--- config.mk ---
export PLATFORM = sky130hd
export DESIGN_NAME = ow_init_master
export DESIGN_NICKNAME = d
export VERILOG_FILES = /design/src/rtl/owm_pkg.sv /design/src/rtl/owm_tick_gen.sv /design/src/rtl/owm_sync2.sv /design/src/rtl/ow_init_master.sv
export SDC_FILE = /design/constraint.sdc
export NUM_CORES = 1
export LEC_CHECK = 0
export ABC_AREA = 1
export CAP_MARGIN = 30
export CORE_UTILIZATION = 40
export DETAILED_ROUTE_END_ITERATION = 10
export DONT_BUFFER_PORTS = 1
export PLACE_DENSITY = 0.66
export SETUP_SLACK_MARGIN = 0.1
export SYNTH_ARGS = -nofsm -noshare
export SYNTH_HDL_FRONTEND = slang
export SYNTH_SLANG_ARGS = --single-unit
--- constraint.sdc ---
create_clock -name clk -period 1.9 [get_ports clk]
set_clock_uncertainty 0.15 [all_clocks]
set_input_delay 0 -clock clk [delete_from_list [all_inputs] [get_ports clk]]
set_output_delay 0 -clock clk [all_outputs]
set_load 0.02 [all_outputs]
--- src/rtl/owm_pkg.sv ---
package owm_pkg;
    typedef enum logic [1:0] {
        ST_IDLE   = 2'd0,
        ST_LOW    = 2'd1,
        ST_LISTEN = 2'd2
    } owm_state_e;
endpackage

--- src/rtl/owm_tick_gen.sv ---
module owm_tick_gen #(
    parameter int DIV_W = 8
) (
    input  logic             clk,
    input  logic             rst,
    input  logic             restart,
    input  logic [DIV_W-1:0] div_val,
    output logic             tick
);
    logic [DIV_W-1:0] cnt_d, cnt_q;

    assign tick = (cnt_q == div_val);

    always_comb begin
        cnt_d = cnt_q + 1'b1;
        if (restart || tick) cnt_d = '0;
    end

    always_ff @(posedge clk) begin
        if (rst) cnt_q <= '0;
        else     cnt_q <= cnt_d;
    end

    // ticks are never back to back unless the divide value is zero
    assert_tick_spacing_R4: assert property (@(posedge clk) disable iff (rst)
        (tick && !restart && div_val != '0 && $stable(div_val)) |=> !tick);
endmodule

--- src/rtl/owm_sync2.sv ---
module owm_sync2 (
    input  logic clk,
    input  logic rst,
    input  logic d,
    output logic q
);
    logic s1_q, s2_q;

    always_ff @(posedge clk) begin
        if (rst) begin
            s1_q <= 1'b1;
            s2_q <= 1'b1;
        end else begin
            s1_q <= d;
            s2_q <= s1_q;
        end
    end

    assign q = s2_q;
endmodule

--- src/rtl/ow_init_master.sv ---
module ow_init_master #(
    parameter int DIV_W     = 8,
    parameter int RESET_US  = 511,
    parameter int SAMPLE_US = 68,
    parameter int END_US    = 512
) (
    input  logic             clk,
    input  logic             rst,
    input  logic [DIV_W-1:0] div_val,
    input  logic             wr_en,
    input  logic             wr_start,
    output logic             start_bit,
    output logic             present,
    output logic             done_pulse,
    output logic             line_oe,
    input  logic             line_in
);
    import owm_pkg::*;

    localparam int MAX_US = (RESET_US > END_US) ? RESET_US : END_US;
    localparam int US_W   = $clog2(MAX_US + 1);
    localparam logic [US_W-1:0] LOW_LAST    = US_W'(RESET_US - 1);
    localparam logic [US_W-1:0] SAMPLE_LAST = US_W'(SAMPLE_US - 1);
    localparam logic [US_W-1:0] END_LAST    = US_W'(END_US - 1);

    typedef struct packed {
        owm_state_e      state;
        logic [US_W-1:0] us;
        logic            present;
        logic            start;
        logic            done;
    } ctl_t;

    ctl_t ctl_d, ctl_q;
    logic tick;
    logic go;
    logic line_s;

    owm_tick_gen #(.DIV_W(DIV_W)) u_tick (
        .clk     (clk),
        .rst     (rst),
        .restart (go),
        .div_val (div_val),
        .tick    (tick)
    );

    owm_sync2 u_sync (
        .clk (clk),
        .rst (rst),
        .d   (line_in),
        .q   (line_s)
    );

    always_comb begin
        ctl_d      = ctl_q;
        ctl_d.done = 1'b0;
        go         = 1'b0;
        case (ctl_q.state)
            ST_IDLE: begin
                if (wr_en && wr_start) begin
                    ctl_d.state   = ST_LOW;
                    ctl_d.us      = '0;
                    ctl_d.present = 1'b0;
                    ctl_d.start   = 1'b1;
                    go            = 1'b1;
                end
            end
            ST_LOW: begin
                if (tick) begin
                    if (ctl_q.us == LOW_LAST) begin
                        ctl_d.state = ST_LISTEN;
                        ctl_d.us    = '0;
                    end else begin
                        ctl_d.us = ctl_q.us + 1'b1;
                    end
                end
            end
            ST_LISTEN: begin
                if (tick) begin
                    if (ctl_q.us == SAMPLE_LAST && !line_s)
                        ctl_d.present = 1'b1;
                    if (ctl_q.us == END_LAST) begin
                        ctl_d.state = ST_IDLE;
                        ctl_d.us    = '0;
                        ctl_d.start = 1'b0;
                        ctl_d.done  = 1'b1;
                    end else begin
                        ctl_d.us = ctl_q.us + 1'b1;
                    end
                end
            end
            default: ctl_d.state = ST_IDLE;
        endcase
    end

    always_ff @(posedge clk) begin
        if (rst) begin
            ctl_q.state   <= ST_IDLE;
            ctl_q.us      <= '0;
            ctl_q.present <= 1'b0;
            ctl_q.start   <= 1'b0;
            ctl_q.done    <= 1'b0;
        end else begin
            ctl_q <= ctl_d;
        end
    end

    assign start_bit  = ctl_q.start;
    assign present    = ctl_q.present;
    assign done_pulse = ctl_q.done;
    assign line_oe    = (ctl_q.state == ST_LOW);

    assert_reset_release_R1: assert property (@(posedge clk)
        rst |=> (!line_oe && !start_bit && !present && !done_pulse));

    assert_start_clears_present_R2: assert property (@(posedge clk) disable iff (rst)
        $rose(start_bit) |-> (!present && line_oe));

    assert_drive_only_busy_R3: assert property (@(posedge clk) disable iff (rst)
        line_oe |-> start_bit);

    assert_done_single_R6: assert property (@(posedge clk) disable iff (rst)
        done_pulse |-> (!start_bit && $past(start_bit))) ;

    assert_done_one_cycle_R6: assert property (@(posedge clk) disable iff (rst)
        done_pulse |=> !done_pulse);

    assert_busy_write_ignored_R7: assert property (@(posedge clk) disable iff (rst)
        (start_bit && !line_oe && wr_en) |=> (!line_oe && (start_bit || done_pulse)));

    assert_present_held_R8: assert property (@(posedge clk) disable iff (rst)
        (!start_bit && !(wr_en && wr_start)) |=> $stable(present));
endmodule

Yosys cells after proc, flatten, opt, wreduce, memory -nomap -nowiden:

Index checks and enable logic that the tools add are counted.

* multiplexer cells: 14
* equal/unequal tests: 12
* bitwise gates (word level): 2
* add/subtract/negate cells: 2
* reduce and logical (&&, ||, !) cells: 13

Operators with widths (count)
* $pmux 10 s3: 1
* $eq 10x9->1 const B: 2
* $mux 10: 2
* $mux 15: 1
* $mux 14: 1
* $mux 12: 1
* $reduce_and 4->1: 3
* $add 10x1->10 const B: 1
* $eq 10x7->1 const B: 1
* $add 8x1->8 const B: 1
* $eq 8x8->1: 1
* $mux 2: 3
* $ne 2x1->1 const B: 3
* $ne 2x2->1 const B: 3
* $pmux 2 s3: 1
* $reduce_and 5->1: 1
* $pmux 2 s2: 1
* $mux 1: 3
* $reduce_bool 3->1: 1
* $reduce_or 3->1: 1
* $eq 2x1->1 const B: 1
* $eq 2x2->1 const B: 1
* $logic_and 1x1->1: 2
* $logic_not 2->1: 1
* other kinds (5): 6

* register bits after elaboration: 25
* output and inout bits: 4
* input port bits: 13
* word-level logic and storage cells: 51

Logic depth before layout (Yosys ltp):

* depth after elaboration: 5
* depth in mapped cells: 11
* mapped depth without buffers: 11

By module:

From an unflattened synthesis, not the netlist that was laid out.

* cells, all modules: 234
* area, all modules: 1579.0 um2

By module, submodules not included
* ow_init_master: cells each 155, area each 1018.5 um2, seq. area each 300.3 um2, instances 1
* owm_tick_gen: cells each 72, area each 501.7 um2, seq. area each 160.2 um2, instances 1
* owm_sync2: cells each 7, area each 58.8 um2, seq. area each 40.0 um2, instances 1

Worst setup path before layout:

OpenSTA, ideal clock, no wires.

* path kind: reg2reg
* from: register ctl_q[3] (netlist bit)
* to: register ctl_q[10] (netlist bit)
* library setup time: 0.114 ns
* arrival: 1.389 ns
* setup slack: 0.247 ns
* data required time: 1.636 ns
* cell stages (with the launch flop): 11
* path buffers: 0
* period minus slack after synthesis: 1.653 ns
* cell sequence: dfxtp_1 ha_1 inv_1 nor2_2 inv_2 nor2_2 o21ai_2 nand3_1 nand2_2 nand2_4 nor2_2

* cells in the longest elaborated chain, start to end: 4
* elaborated cells between the ends (all ways): 8

Ends and longest elaborated chain
* start, declared: RTL line ow_init_master.sv:34 `ctl_t ctl_d, ctl_q;`
* start signal, assigned: RTL line ow_init_master.sv:104 `ctl_q <= ctl_d;`
* $add 10x1->10 (tied with other cells): RTL line ow_init_master.sv:74, ow_init_master.sv:88
* $mux 10, on equally long branches: RTL line ow_init_master.sv:82, ow_init_master.sv:70
* $mux 15 or $mux 12 (tied branches): RTL line ow_init_master.sv:79, ow_init_master.sv:69
* $pmux 10 s3 *: RTL line ow_init_master.sv:58 `case (ctl_q.state)`

Mark *: on every way between the ends. The rest lies on a longest branch, timed or not. The select of a mux whose other input is x is not followed.
A chain may end at the register's enable or synchronous reset.

Worst setup path in the final report:

* from: register ctl_q[8] (netlist bit)
* to: register ctl_q[10] (netlist bit)

Same word-level chain as after synthesis.

==> flow_metrics.env <==
export IMPL_status="finished, final reports clean"
export IMPL_synth_common_cells="nand2_1, inv_1, dfxtp_1"
export IMPL_hp_start="div_val[5]"
export IMPL_dp_hpwl_mm=2.48
export IMPL_worstPathRequired_ns=1.92
export IMPL_routed_via_density=4.96
export IMPL_whs_ns=0.106
export IMPL_globalplace_congestion=0.860
export IMPL_yosys_area_top_type="dfxtp_1"
export IMPL_die_x_um=64.7
export IMPL_area_delta_synth_final_pct=22.4
export IMPL_htree_levels=1
export IMPL_clk_pin_slew_ns=0.08
export IMPL_synth_cell_type_count=32
export IMPL_register_area_sq_um=513
export IMPL_initial_core_util=0.423
export IMPL_finalHoldViolCount=0
export IMPL_portBuffers=0
export IMPL_p_total_mw=1.22
export IMPL_grt_antenna_before_repair=0
export IMPL_place_ws_ns=0.0719
export IMPL_synth_edff_count=0
export IMPL_cts_root_buffer="clkbuf_8"
export IMPL_routed_wl_mm=3.51
export IMPL_synth_xor_area_frac=0.0829
export IMPL_critPathArrivalTime_ns=1.73
export IMPL_clkLatencyLatePin_ns=0.27
export IMPL_tns_ns=0
export IMPL_antenna_left=0
export IMPL_grt_first_pass_wirelength_mm=5.76
export IMPL_multiInputGateArea_sq_um=975
export IMPL_drive_gt1_frac=0.244
export IMPL_synth_area_sq_um=1570
export IMPL_drv_slew=0
export IMPL_end_kind="flop"
export IMPL_via_count=1458
export IMPL_start_kind="flop"
export IMPL_diodes=0
export IMPL_die_area_sq_um=4180
export IMPL_ys_flop_type="dfxtp_1"
export IMPL_dr_pass1_iters=4
export IMPL_p_sw_frac=0.320
export IMPL_reg2reg_depth=9
export IMPL_synth_most_common_cell="nand2_1"
export IMPL_ys_seq_area_frac=0.319
export IMPL_hold_class="input pin to flop"
export IMPL_clk_path_buf_depth=2
export IMPL_cts_sinks=25
export IMPL_dieHeight_um=64.7
export IMPL_maxSlewHeadroom=0.775
export IMPL_netlist_top_cells_area="dfxtp_1, nand2_1, inv_1"
export IMPL_setup_viol=0
export IMPL_cts_tree="done"
export IMPL_rsz0062_at_grt="true"
export IMPL_path_class="flop to flop"
export IMPL_intPower_mw=0.829
export IMPL_p_per_area_nw_per_um2=634
export IMPL_synth_compound_area_frac=0.0988
export IMPL_leakage_nw=0.768
export IMPL_hold_depth=6
export IMPL_grt_max_degree=14
export IMPL_power_switching_mw=0.390
export IMPL_pin_count=17
export IMPL_worst_pin_slew_ns=0.336
export IMPL_nFillCells=362
export IMPL_crit_path_max_fanout=7
export IMPL_period_share=0.902
export IMPL_holdPathEnd="ctl_q[14]"
export IMPL_reg2reg_slack_ns=0.19
export IMPL_pwr_share_clk=0.260
export IMPL_async_flop_share=0
export IMPL_cts_buffers=3
export IMPL_period_minus_slack_ns=1.71
export IMPL_drc=0
export IMPL_first_global_vias=1366
export IMPL_yosys_area_share_simple=0.358
export IMPL_cap_violations=0
export IMPL_combPwrFrac=0.272
export IMPL_synth_warnings=0
export IMPL_timing_fmax_ghz=0.583
export IMPL_synth_seq_cells=25
export IMPL_fin_ws_ns=0.186
export IMPL_r2r_start="ctl_q[8]"
export IMPL_synth_top_family_by_area="simple AND/OR/NAND/NOR gates"
export IMPL_nets=266
export IMPL_syn_inst=221
export IMPL_r2r_end="ctl_q[10]"
export IMPL_synth_fa_ha_area_frac=0.0478
export IMPL_coreArea_sq_um=3720
export IMPL_grt_overflow=0
export IMPL_synthesis_nets=240
export IMPL_ir_drop_mv=0.457
export IMPL_grt_usage=0.180
export IMPL_std_cell_rows=22
export IMPL_synth_area_per_cell_sq_um=7.11
export IMPL_muxShareOfSynthArea=0
export IMPL_routedWlPerCell_um=11.9
export IMPL_seqPwrFrac=0.469
export IMPL_synth_top_cell_area_share=0.319
export IMPL_drt_iter0_drc=72
cell usage in the layout (no fill, tap or decap), drive strengths merged, types with 5 or more instances in the layout:
master and n:
xnor2 9, o21ai 8, nand3 19, dfxtp 25, dlygate4sd3 12, buf 12, nor2 28, ha 6
inv 31, nand2 54, nand4 6, xor2 5, a21oi 14
power groups by stage:
stage / clock network (mW) / logic (mW) / registers (mW)
detailed placement: 0 / 0.266 / 0.582
finish: 0.316 / 0.331 / 0.571
floorplan: 0 / 0.209 / 0.584
CTS: 0.336 / 0.300 / 0.570
global route: 0.353 / 0.368 / 0.574
global placement: 0 / 0.265 / 0.582
sequential cells by signal, indices dropped and copies added, names as in the netlist:
name	cells
present	1
u_tick.cnt_q	8
done_pulse	1
ctl_q	12
u_sync.q	1
start_bit	1
u_sync.s1_q	1
stage by stage:
stage | instances | cell area [sq um] | utilization
after detailed placement | 274 | 1670 | 0.448
after CTS | 290 | 1840 | 0.495
final | 294 | 1920 | 0.517
after floorplan | 221 | 1570 | -
after global placement | 274 | 1670 | 0.448
after global routing | 294 | 1920 | 0.517
metal layers:
layer,up-vias,share of wire,global-route usage
met2,33,0.47,0.297
met5,-,0,0
li1,754,-,-
met3,8,0.035,0.0423
met4,0,0.028,0.108
met1,663,0.47,0.209
how the worst max path moves through the flow:
| stage | from | to | slack [ns] |
|---|---|---|---|
| 2_1_floorplan | ctl_q[3] | ctl_q[10] | 0.25 |
| 3_3_place_gp | u_tick.cnt_q[6] | ctl_q[10] | 0.11 |
| 3_5_place_dp | u_tick.cnt_q[6] | ctl_q[5] | 0.07 |
| 4_1_cts | u_tick.cnt_q[6] | ctl_q[10] | 0.16 |
| 5_1_grt | ctl_q[3] | ctl_q[5] | 0.09 |
| 6_report | ctl_q[8] | ctl_q[10] | 0.19 |
worst max-delay path: stages, from the launching register on:
cell     delay, ns
dfxtp_1       0.44
nand2_1       0.11
nor2_2        0.21
nand2_1       0.12
nor2_4        0.13
o21ai_2       0.07
nand3_1       0.12
nand2_2       0.08
nand2_4       0.12
nor2_2        0.05
what timing repair did:
item / 4_1_cts / 5_1_grt
pin swaps: 0 / 4
hold buffers: 12 / 0
cloned: 0 / 1
hold endpoints to repair: 17 / 0
gates resized for setup: 2 / 19
endpoints found under the setup margin: 7 / 13
buffers inserted: 0 / 3
cell families (layout without fill, tap and decap cells):
group | after synthesis | count (layout)
flops | 25 | 25
buf+inv | 35 | 59
compound gates | 23 | 23
xor+xnor | 14 | 14
simple gates | 118 | 119
fa+ha+maj | 6 | 6
cell type report:
class                           count  area share
Clock buffer                        4      0.0234
Inverter                           31      0.0618
Multi-Input combinational cell    162       0.507
Sequential cell                    25       0.267
Tap cell                           48      0.0313
Timing Repair Buffer               24       0.109
Note: power is estimated with default switching activity, not from simulation.
